--- src/rtl/bru_pkg.sv ---
package bru_pkg;

   // Major opcode values; decode priority and field meanings depend on them
   localparam logic [5:0] OPC_EQZ  = 6'h10;
   localparam logic [5:0] OPC_NEZ  = 6'h11;
   localparam logic [5:0] OPC_FLAG = 6'h12;
   localparam logic [5:0] OPC_JIRL = 6'h13;
   localparam logic [5:0] OPC_B    = 6'h14;
   localparam logic [5:0] OPC_BL   = 6'h15;
   localparam logic [5:0] OPC_EQ   = 6'h16;
   localparam logic [5:0] OPC_NE   = 6'h17;
   localparam logic [5:0] OPC_LT   = 6'h18;
   localparam logic [5:0] OPC_GE   = 6'h19;
   localparam logic [5:0] OPC_LTU  = 6'h1A;
   localparam logic [5:0] OPC_GEU  = 6'h1B;

   typedef enum logic [3:0] {
      K_NONE, K_EQZ, K_NEZ, K_FEQZ, K_FNEZ, K_JIRL, K_B, K_BL,
      K_EQ, K_NE, K_LT, K_GE, K_LTU, K_GEU
   } br_kind_e;

   typedef enum logic [1:0] {
      OFF_16, OFF_21, OFF_26
   } off_sel_e;

endpackage

--- src/rtl/bru_decode.sv ---
module bru_decode
   import bru_pkg::*;
#(
   parameter int ILEN   = 32,
   parameter int XLEN   = 64,
   parameter int FIDX_W = 3
) (
   input  logic [ILEN-1:0]   inst,
   output br_kind_e          kind,
   output logic [4:0]        rj_idx,
   output logic [4:0]        rd_idx,
   output logic [FIDX_W-1:0] flag_idx,
   output logic [XLEN-1:0]   imm
);

   localparam int SX16 = XLEN - 18;
   localparam int SX21 = XLEN - 23;
   localparam int SX26 = XLEN - 28;

   if (ILEN != 32) begin : g_ilen_chk
      $error("bru_decode: ILEN must be 32");
   end
   if (FIDX_W < 1 || FIDX_W > 3) begin : g_fidx_chk
      $error("bru_decode: flag index width must be 1..3");
   end

   logic [5:0] opc;
   off_sel_e   osel;
   logic [XLEN-1:0] imm16, imm21, imm26;

   assign opc      = inst[31:26];
   assign rj_idx   = inst[9:5];
   assign rd_idx   = inst[4:0];
   assign flag_idx = inst[5+FIDX_W-1:5];

   assign imm16 = {{SX16{inst[25]}}, inst[25:10], 2'b00};
   assign imm21 = {{SX21{inst[4]}},  inst[4:0], inst[25:10], 2'b00};
   assign imm26 = {{SX26{inst[9]}},  inst[9:0], inst[25:10], 2'b00};

   always_comb begin
      kind = K_NONE;
      osel = OFF_16;
      case (opc)
         OPC_EQZ:  begin kind = K_EQZ; osel = OFF_21; end
         OPC_NEZ:  begin kind = K_NEZ; osel = OFF_21; end
         OPC_FLAG: begin
            osel = OFF_21;
            case (inst[9:8])
               2'b00:   kind = K_FEQZ;
               2'b01:   kind = K_FNEZ;
               default: kind = K_NONE;
            endcase
         end
         OPC_JIRL: kind = K_JIRL;
         OPC_B:    begin kind = K_B;  osel = OFF_26; end
         OPC_BL:   begin kind = K_BL; osel = OFF_26; end
         OPC_EQ:   kind = K_EQ;
         OPC_NE:   kind = K_NE;
         OPC_LT:   kind = K_LT;
         OPC_GE:   kind = K_GE;
         OPC_LTU:  kind = K_LTU;
         OPC_GEU:  kind = K_GEU;
         default:  kind = K_NONE;
      endcase
   end

   always_comb begin
      case (osel)
         OFF_21:  imm = imm21;
         OFF_26:  imm = imm26;
         default: imm = imm16;
      endcase
   end

endmodule

--- src/rtl/bru_cond.sv ---
module bru_cond
   import bru_pkg::*;
#(
   parameter int XLEN       = 64,
   parameter int NFLAG      = 8,
   parameter int FIDX_W     = 3,
   parameter bit SHARED_CMP = 1'b1
) (
   input  br_kind_e          kind,
   input  logic [XLEN-1:0]   opnd_a,
   input  logic [XLEN-1:0]   opnd_b,
   input  logic [NFLAG-1:0]  flags,
   input  logic [FIDX_W-1:0] flag_idx,
   output logic              take
);

   if (NFLAG != (1 << FIDX_W)) begin : g_nflag_chk
      $error("bru_cond: NFLAG must equal 2**FIDX_W");
   end

   logic a_zero, eq, lt_s, lt_u, flag_bit;

   assign a_zero   = (opnd_a == '0);
   assign eq       = (opnd_a == opnd_b);
   assign flag_bit = flags[flag_idx];

   if (SHARED_CMP) begin : g_shared
      // One XLEN+1 bit subtractor; the extension bit picks signedness
      logic          sgn;
      logic [XLEN:0] diff;
      logic          lt_any;
      assign sgn    = (kind == K_LT) || (kind == K_GE);
      assign diff   = {sgn & opnd_a[XLEN-1], opnd_a} - {sgn & opnd_b[XLEN-1], opnd_b};
      assign lt_any = diff[XLEN];
      assign lt_s   = lt_any;
      assign lt_u   = lt_any;
   end else begin : g_split
      assign lt_s = ($signed(opnd_a) < $signed(opnd_b));
      assign lt_u = (opnd_a < opnd_b);
   end

   always_comb begin
      case (kind)
         K_EQZ:  take = a_zero;
         K_NEZ:  take = !a_zero;
         K_FEQZ: take = !flag_bit;
         K_FNEZ: take = flag_bit;
         K_JIRL, K_B, K_BL: take = 1'b1;
         K_EQ:   take = eq;
         K_NE:   take = !eq;
         K_LT:   take = lt_s;
         K_GE:   take = !lt_s;
         K_LTU:  take = lt_u;
         K_GEU:  take = !lt_u;
         default: take = 1'b0;
      endcase
   end

endmodule

--- src/rtl/bru_target.sv ---
module bru_target
   import bru_pkg::*;
#(
   parameter int XLEN  = 64,
   parameter int ISIZE = 4
) (
   input  br_kind_e        kind,
   input  logic [XLEN-1:0] pc,
   input  logic [XLEN-1:0] opnd_a,
   input  logic [XLEN-1:0] imm,
   input  logic            take,
   output logic [XLEN-1:0] next_pc,
   output logic [XLEN-1:0] seq_pc
);

   logic [XLEN-1:0] base, tgt;

   assign base    = (kind == K_JIRL) ? opnd_a : pc;
   assign tgt     = base + imm;
   assign seq_pc  = pc + XLEN'(ISIZE);
   assign next_pc = take ? tgt : seq_pc;

endmodule

--- src/rtl/branch_resolve_unit.sv ---
module branch_resolve_unit
   import bru_pkg::*;
#(
   parameter int XLEN       = 64,
   parameter int ILEN       = 32,
   parameter int NFLAG      = 8,
   parameter int LINK_REG   = 1,
   parameter bit SHARED_CMP = 1'b1
) (
   input  logic             clk,
   input  logic             rst,
   input  logic             in_valid,
   input  logic [ILEN-1:0]  inst,
   input  logic [XLEN-1:0]  pc,
   input  logic [XLEN-1:0]  opnd_a,
   input  logic [XLEN-1:0]  opnd_b,
   input  logic [NFLAG-1:0] flags,
   output logic [4:0]       rj_idx,
   output logic [4:0]       rd_idx,
   output logic             out_valid,
   output logic [XLEN-1:0]  next_pc,
   output logic             taken,
   output logic             is_branch,
   output logic             link_we,
   output logic [4:0]       link_idx,
   output logic [XLEN-1:0]  link_data
);

   localparam int FIDX_W = $clog2(NFLAG);

   if (XLEN < 32) begin : g_xlen_chk
      $error("branch_resolve_unit: XLEN must be at least 32");
   end
   if (LINK_REG < 1 || LINK_REG > 31) begin : g_link_chk
      $error("branch_resolve_unit: LINK_REG must be 1..31");
   end

   br_kind_e          kind;
   logic [FIDX_W-1:0] flag_idx;
   logic [XLEN-1:0]   imm, npc_c, seq_c;
   logic              take_c, link_we_c;
   logic [4:0]        link_idx_c;

   bru_decode #(.ILEN(ILEN), .XLEN(XLEN), .FIDX_W(FIDX_W)) u_dec (
      .inst(inst), .kind(kind), .rj_idx(rj_idx), .rd_idx(rd_idx),
      .flag_idx(flag_idx), .imm(imm)
   );

   bru_cond #(.XLEN(XLEN), .NFLAG(NFLAG), .FIDX_W(FIDX_W), .SHARED_CMP(SHARED_CMP)) u_cond (
      .kind(kind), .opnd_a(opnd_a), .opnd_b(opnd_b), .flags(flags),
      .flag_idx(flag_idx), .take(take_c)
   );

   bru_target #(.XLEN(XLEN), .ISIZE(ILEN/8)) u_tgt (
      .kind(kind), .pc(pc), .opnd_a(opnd_a), .imm(imm), .take(take_c),
      .next_pc(npc_c), .seq_pc(seq_c)
   );

   always_comb begin
      case (kind)
         K_JIRL:  link_idx_c = rd_idx;
         K_BL:    link_idx_c = 5'(LINK_REG);
         default: link_idx_c = 5'd0;
      endcase
      link_we_c = ((kind == K_JIRL) || (kind == K_BL)) && (link_idx_c != 5'd0);
   end

   always_ff @(posedge clk) begin
      if (rst) begin
         out_valid <= 1'b0;
         next_pc   <= '0;
         taken     <= 1'b0;
         is_branch <= 1'b0;
         link_we   <= 1'b0;
         link_idx  <= '0;
         link_data <= '0;
      end else begin
         out_valid <= in_valid;
         if (in_valid) begin
            next_pc   <= npc_c;
            taken     <= take_c;
            is_branch <= (kind != K_NONE);
            link_we   <= link_we_c;
            link_idx  <= link_idx_c;
            link_data <= seq_c;
         end
      end
   end

   // result qualifier tracks the request qualifier with one cycle of latency
   a_r1_valid_follows: assert property (@(posedge clk) disable iff (rst)
      in_valid |=> out_valid);
   a_r1_idle_follows: assert property (@(posedge clk) disable iff (rst)
      !in_valid |=> !out_valid);
   // a non-branch never reports a transfer or a link write
   a_r2_nonbranch_quiet: assert property (@(posedge clk) disable iff (rst)
      (out_valid && !is_branch) |-> (!taken && !link_we));
   // a fall-through result continues at the return address
   a_r8_fallthrough_seq: assert property (@(posedge clk) disable iff (rst)
      (out_valid && !taken) |-> (next_pc == link_data));
   // the linking relative jump writes the fixed link register
   a_r10_bl_link: assert property (@(posedge clk) disable iff (rst)
      (in_valid && inst[31:26] == OPC_BL) |=> (taken && link_we && link_idx == 5'(LINK_REG)));
   // register 0 is never written
   a_r12_no_zero_link: assert property (@(posedge clk) disable iff (rst)
      (out_valid && link_we) |-> (link_idx != 5'd0));
   // an enabled link write only comes from a recognised transfer
   a_r12_link_needs_branch: assert property (@(posedge clk) disable iff (rst)
      (out_valid && link_we) |-> (is_branch && taken));

endmodule

--- config.mk ---
export PLATFORM = sky130hd
export DESIGN_NAME = branch_resolve_unit
export DESIGN_NICKNAME = d
export VERILOG_FILES = /design/src/rtl/bru_pkg.sv /design/src/rtl/bru_decode.sv /design/src/rtl/bru_cond.sv /design/src/rtl/bru_target.sv /design/src/rtl/branch_resolve_unit.sv
export SDC_FILE = /design/constraint.sdc
export NUM_CORES = 1
export LEC_CHECK = 0
export BUFFER_PORTS_ARGS = -buffer_cell sky130_fd_sc_hd__buf_2
export CORE_AREA = 5 5 180 182
export CTS_BUF_LIST = sky130_fd_sc_hd__clkbuf_4 sky130_fd_sc_hd__clkbuf_8
export DETAILED_ROUTE_END_ITERATION = 7
export DIE_AREA = 0 0 185 187
export PLACE_DENSITY = 0.68
export SKIP_LAST_GASP = 1
export SYNTH_ARGS = -nofsm -noshare
export SYNTH_HDL_FRONTEND = slang
export SYNTH_SLANG_ARGS = --single-unit
export TNS_END_PERCENT = 30
--- constraint.sdc ---
create_clock -name clk -period 18.75 [get_ports clk]
set_input_delay 1.875 -clock clk [delete_from_list [all_inputs] [get_ports clk]]
set_output_delay 1.875 -clock clk [all_outputs]
set_load 0.005 [all_outputs]
==> results of run 1 <==
routing by layer:
layer / up-vias / share of wire (%)
met5: - / 0.021
met4: 2 / 3.0
li1: 7098 / -
met1: 6843 / 47
met3: 87 / 9.3
met2: 755 / 41
state kept, by name (all words and copies together), names as in the netlist:
signal / count
link_idx: 5
is_branch: 1
taken: 1
next_pc: 64
link_we: 1
out_valid: 1
link_data: 64
through the flow:
step                      hold WS [ns]  std cells  util [%]  area (um^2)
after global routing             0.489       2550      50.9        15500
final                            0.471       2550      50.9        15500
after floorplan                  0.442       1833         -        13000
after CTS                        0.471       2546      50.9        15500
after global placement           0.451       2514      49.5        15100
after detailed placement         0.448       2514      49.5        15100
worst register-to-register path: cells and delay by family, from the launching register on:
family	cells	cell delay, ns
AOI/OAI and AO/OA	2	0.42
DFF	1	0.34
report_power, final:
group          switching, mW  total (mW)  internal (mW)  leakage (nW)
Combinational          0.238       0.384          0.146          5.93
Clock                  0.141       0.264          0.124         0.206
Sequential            0.0128       0.324          0.312          1.13
area by class of cell:
type / count / area share (%)
sequential: 137 / 17.7
clock inverter: 15 / 1.20
clock buffer: 17 / 1.51
inverter: 93 / 2.25
multi-input combinational: 1499 / 61.3
antenna: 4 / 0.0646
timing repair buffer: 389 / 12.8
tap: 396 / 3.20
Yosys cell counts, types with 6 or more instances:
cell,n,area share (%)
a221oi_1,6,0.40
dfxtp_1,137,21
and2_1,6,0.29
o21a_1,10,0.58
buf_4,10,0.58
xor2_1,64,4.3
a21oi_1,130,5.0
xnor2_1,54,3.6
or3_1,8,0.38
o21bai_1,10,0.58
and4_1,8,0.54
nor4_1,27,1.3
nand4_1,46,2.2
nor2_1,187,5.4
buf_2,8,0.31
buf_1,6,0.17
ha_1,128,12
nand2_1,334,9.6
a211oi_1,73,4.2
a21boi_0,7,0.40
or2_2,9,0.43
and3_1,15,0.72
inv_1,93,2.7
nor2b_1,13,0.63
nor3_1,33,1.3
a311oi_1,11,0.74
a21o_1,18,1.0
o21ai_0,64,2.5
nand2b_1,33,1.6
a31oi_1,7,0.34
clkbuf_1,79,2.3
o211ai_1,17,0.98
nand3_1,52,2.0
mux2i_1,46,3.5
o31ai_1,10,0.58
logic make-up (layout without fill, tap and decap cells):
family | after synthesis | after routing | share of synthesized area, %
AND/OR/NAND/NOR | 785 | 785 | 27.4
adder cells (fa/ha/maj) | 129 | 129 | 12.5
buffers and inverters | 197 | 514 | 6.11
multiplexers | 50 | 50 | 4.09
AO/OA/AOI/OAI | 417 | 417 | 20.9
other | 0 | 4 | 0
XOR/XNOR | 118 | 118 | 7.94
flip-flops | 137 | 137 | 21.1
worst paths after layout:
| check | startpoint | endpoint | slack, ns | cells after the start |
|---|---|---|---|---|
| worst max-delay path | inst[30] | next_pc[56] | 12.15 | 17 |
| worst min-delay path | next_pc[22] | next_pc[22] | 0.47 | 2 |
| worst max register to register | next_pc[63] | next_pc[63] | 17.87 | 2 |
| worst min register to register | next_pc[22] | next_pc[22] | 0.47 | 2 |
==> reports/metrics.cfg, run 1 <==
[critical_path]
cp_top_family=compound AO/OA/AOI/OAI gates
slowest_delay_ns=0.93
arrival_ns=6.98
crit_fanout=37
start_kind=primary input
cp_slowest_cell=a21oi_4
crit_chain=buf_2, nor2b_1, nand3_1, ha_1, nor2b_1, a21oi_4, ha_1, a21oi_1, o21ai_0, a21oi_1, o21ai_0, a221oi_1, o41ai_1, a221oi_1, nand4b_1, nand4_1, a311oi_1
cp_num_buf_inv=1
setup.worst_path.class=in2reg
required_ns=19.13
crit_path_end_kind=register

[global_route]
grt_use_met2_pct=40.8
grt_max_degree=112
busiest_layer=met1
grt.met1_usage_pct=45.0
grt_use_met3_pct=4.98
grt_pass1_vias=13700
grt_pass1_wl_um=80000
antenna_found_initial=5
grt_usage_pct=29.2
globalRouteOverflowTotal=0

[floorplanning]
fp.dieW_um=185
die_area_um2=34600
io_pins=382
coreArea_um2=30400
start_util_pct=42.8
std_cell_rows=64
die_h_um=187

[route]
wl_per_cell_um=20.9
drc=0
drt_pre_antenna_iters=5
routed_wirelength_um=53300
num_vias=14800
drt-vias-per-instance=5.80
first_iter_violations=1325
ant_nets=0

[clocking]
cts_tree=built
clkTransAtPathRegs_ns=0.09
cts.repair.resized=0
numClockSinks=137
cts-root-buf=clkbuf_8
postCtsSetupBuffers=0
clkLatencyLatePin_ns=0.48
cts_hold_buffers=0
h-tree-depth=4
cts_buffer_depth=2
cts_buffers=17

[job]
cap_violations=0

[sta]
clock_skew_ns=0
relSlewSlack_pct=17.5
setup_viol=0
slew_violations=0
fmax_mhz=151
fin_ws_ns=12.15
fin_crit_sh_pct=35.2
tightest_slew_ns=1.24
finalHoldViolCount=0
finalCriticalPeriod_ns=6.60
setup_tns_ns=0
grt_setup_unrepaired=no

[yosys]
seq_area_frac_synth_pct=21.1
synth_nets=2197
async_reset_ff_share_pct=0
synth_area_um2=13000
synthCells=1833
synthDistinctLibCells=75
syn-mean-instance-area_um2=7.10
ys_ff_latch=137
synth-main-ff-cell=dfxtp_1
synth-edff-count=0
yosysWarnings=0

[pwr]
ir_drop_mv=0.0365
powerDensity_nw_per_um2=62.8
total_power_uw=973
p_leak_nw=7.27

[finish]
syn_to_final_growth_pct=19.1
layout_commonest_cell=buf_2
drive_gt1_share_pct=20.8
final_nets=2501
layout_common_cells=379 x buf_2, 333 x nand2_1, 186 x nor2_1, 137 x dfxtp_1, 129 x a21oi_1
nFillCells=3151
multi_input_area_um2=9500
seq_area_um2=2740

[status]
status=finished, final reports clean

[worst_hold_path]
hold_path.class=reg2reg

[placed_design]
dp_hpwl_um=43600
gp_congestion=0.992
io_buffer_count=381
post-place-ws_ns=11.72

(Power assumes the default switching activity.)
==> run 2: changes to the inputs <==
--- a/config.mk
+++ b/config.mk
@@ -10,7 +10,7 @@
 export CTS_BUF_LIST = sky130_fd_sc_hd__clkbuf_4 sky130_fd_sc_hd__clkbuf_8
 export DETAILED_ROUTE_END_ITERATION = 7
 export DIE_AREA = 0 0 185 187
-export PLACE_DENSITY = 0.68
+export PLACE_DENSITY = 0.71
 export SKIP_LAST_GASP = 1
 export SYNTH_ARGS = -nofsm -noshare
 export SYNTH_HDL_FRONTEND = slang
==> constraint.sdc (replaced) <==
create_clock -name clk -period 5.6 [get_ports clk]
set_input_delay 0.56 -clock clk [delete_from_list [all_inputs] [get_ports clk]]
set_output_delay 0.56 -clock clk [all_outputs]
set_load 0.005 [all_outputs]
==> run 2 against run 1 <==
Via count rose by 0.70%. Sequential power rose to 3.4 times the previous value. Clock skew unchanged. Combinational power increased to 3.4 times the previous value. First-iteration DRC count decreased by 1.6%. Flip-flop and latch count unchanged. Register-to-register slack lost 13 ns. Cell count is 0.67% higher. Routed wire length is 1.2% lower. Clock power rose to 3.6 times the previous value. Critical path depth decreased by 1. Largest cell class unchanged. Setup slack worse by 12 ns.
==> reports/metrics.cfg, run 2 (same netlist as run 1, synthesis figures left out) <==
[pwr]
ir_drop_mv=0.122
swShare_pct=38.6
p_leak_nw=7.34
seq_power_share_pct=32.7
powerDensity_nw_per_um2=213
total_power_mw=3.33
internal_power_mw=2.04
power.share.combinational_pct=38.9
clock_power_share_pct=28.5
p_switching_mw=1.28

[clocking]
cts_hold_buffers=0
cts_buffer_depth=2
clkLatencyLatePin_ns=0.48
numClockSinks=137
h-tree-depth=4
cts.repair.resized=0
clkTransAtPathRegs_ns=0.09
cts-root-buf=clkbuf_8
postCtsSetupBuffers=0
cts_buffers=17
cts_tree=built

[finish]
fin_area_um2=15600
fin_cells=2567
layout_common_cells=379 x buf_2, 333 x nand2_1, 187 x nor2_1, 137 x dfxtp_1, 129 x a21oi_1
syn_to_final_growth_pct=20.0
drive_gt1_share_pct=21.2
largestRegisters=link_data (64), next_pc (64), link_idx (5)
final_nets=2513
layout_commonest_cell=buf_2

[critical_path]
setup.worst_path.class=in2reg
rr_worst_depth=3
required_ns=5.99
r2r_setup_slack_ns=4.75
crit_fanout=12
critPathCapture=next_pc[53]
crit_path_end_kind=register
startpoint=inst[30]
arrival_ns=5.39
start_kind=primary input
crit-reg2reg-launch=next_pc[58]
rr_endpoint=next_pc[58]

[sta]
relSlewSlack_pct=35.2
clock_skew_ns=0
tightest_slew_ns=0.972
grt_setup_unrepaired=no
fin_crit_sh_pct=89.3
slew_violations=0
fin_ws_ns=0.598
fmax_mhz=200
setup_viol=0
finalHoldViolCount=0
finalCriticalPeriod_ns=5.00
setup_tns_ns=0

[floorplanning]
io_pins=382
fp.dieW_um=185
die_h_um=187
coreArea_um2=30400
die_area_um2=34600
start_util_pct=42.8
std_cell_rows=64

[global_route]
grt_pass1_wl_um=79900
grt_max_degree=122
grt_usage_pct=29.0
grt_pass1_vias=13900
globalRouteOverflowTotal=0
antenna_found_initial=10

[placed_design]
dp_hpwl_um=43600
dpl.cell_count=2526
io_buffer_count=381
gp_congestion=1.01
dpl_cell_area_um2=15100
post-place-ws_ns=0.218

[worst_hold_path]
hold_path.class=in2reg
whs_path_depth=3

[route]
drc=0
routed_wirelength_um=52700
drt_pre_antenna_iters=7
ant_nets=0
first_iter_violations=1304
drt-vias-per-instance=5.80
num_vias=14900
wl_per_cell_um=20.5

[job]
cap_violations=0

[status]
status=finished, final reports clean

## run 2: cell types whose count changed in the layout (fill, tap and decap cells not counted)
cell / before / now
inv_6: 3 / 2
clkinvlp_4: 2 / 3
clkbuf_8: 17 / 18
nor2_1: 186 / 187
inv_8: 3 / 1
buf_4: 9 / 21
diode_2: 4 / 9
bufinv_16: 2 / 4
nor2_2: 1 / 0
clkinv_2: 0 / 3
clkinv_8: 1 / 0
clkinv_4: 4 / 1
## run 2: final cells by class
cell class	instances	area [um^2]
Multi-Input combinational cell	1499	9500
Fill cell	3106	14800
Antenna cell	9	22.5
Timing Repair Buffer	401	2070
Sequential cell	137	2740
Clock inverter	14	195
Inverter	93	349
Clock buffer	18	248
Tap cell	396	495
## run 2: critical path, stage by stage
cell	delay [ns]
buf_2	0.08
nor2b_1	0.34
nand3_1	0.20
ha_1	0.38
a21oi_1	0.40
a21oi_4	0.21
ha_1	0.50
nand2_1	0.22
or4_1	0.61
a21o_1	0.19
o21ai_1	0.36
a41oi_1	0.29
o221ai_1	0.24
xor2_1	0.38
mux2i_1	0.16
a211oi_1	0.25
## run 2: worst min path at each step
stage,end,slack [ns],from
2_1_floorplan,next_pc[52],0.44,next_pc[52]
3_3_place_gp,next_pc[62],0.44,next_pc[62]
3_5_place_dp,next_pc[62],0.45,next_pc[62]
4_1_cts,link_data[0],0.32,pc[0]
5_1_grt,link_data[2],0.34,pc[2]
6_report,link_data[0],0.36,pc[0]
## run 2: stage by stage
| stage | hold slack (ns) | utilization (%) |
|---|---|---|
| after floorplan | 0.442 | - |
| after global placement | 0.443 | 49.8 |
| after detailed placement | 0.446 | 49.8 |
| after CTS | 0.321 | 51.2 |
| after global routing | 0.342 | 51.3 |
| final | 0.358 | 51.3 |
## run 2: metal layers
metal / global-route usage [%] / vias up / part of all wire, %
met3: 5.93 / 63 / 10
met5: 0 / - / 0.025
met2: 41.7 / 767 / 42
li1: - / 7130 / -
met1: 43.4 / 6927 / 46
met4: 8.41 / 2 / 2.4
## run 2: power groups by stage
stage	registers (mW)	logic [mW]	clock network (mW)
after CTS	1.08	1.27	0.953
after floorplan	1.10	0.772	0
after global placement	1.11	1.26	0
after detailed placement	1.11	1.26	0
after global routing	1.09	1.41	1.00
final	1.09	1.29	0.946
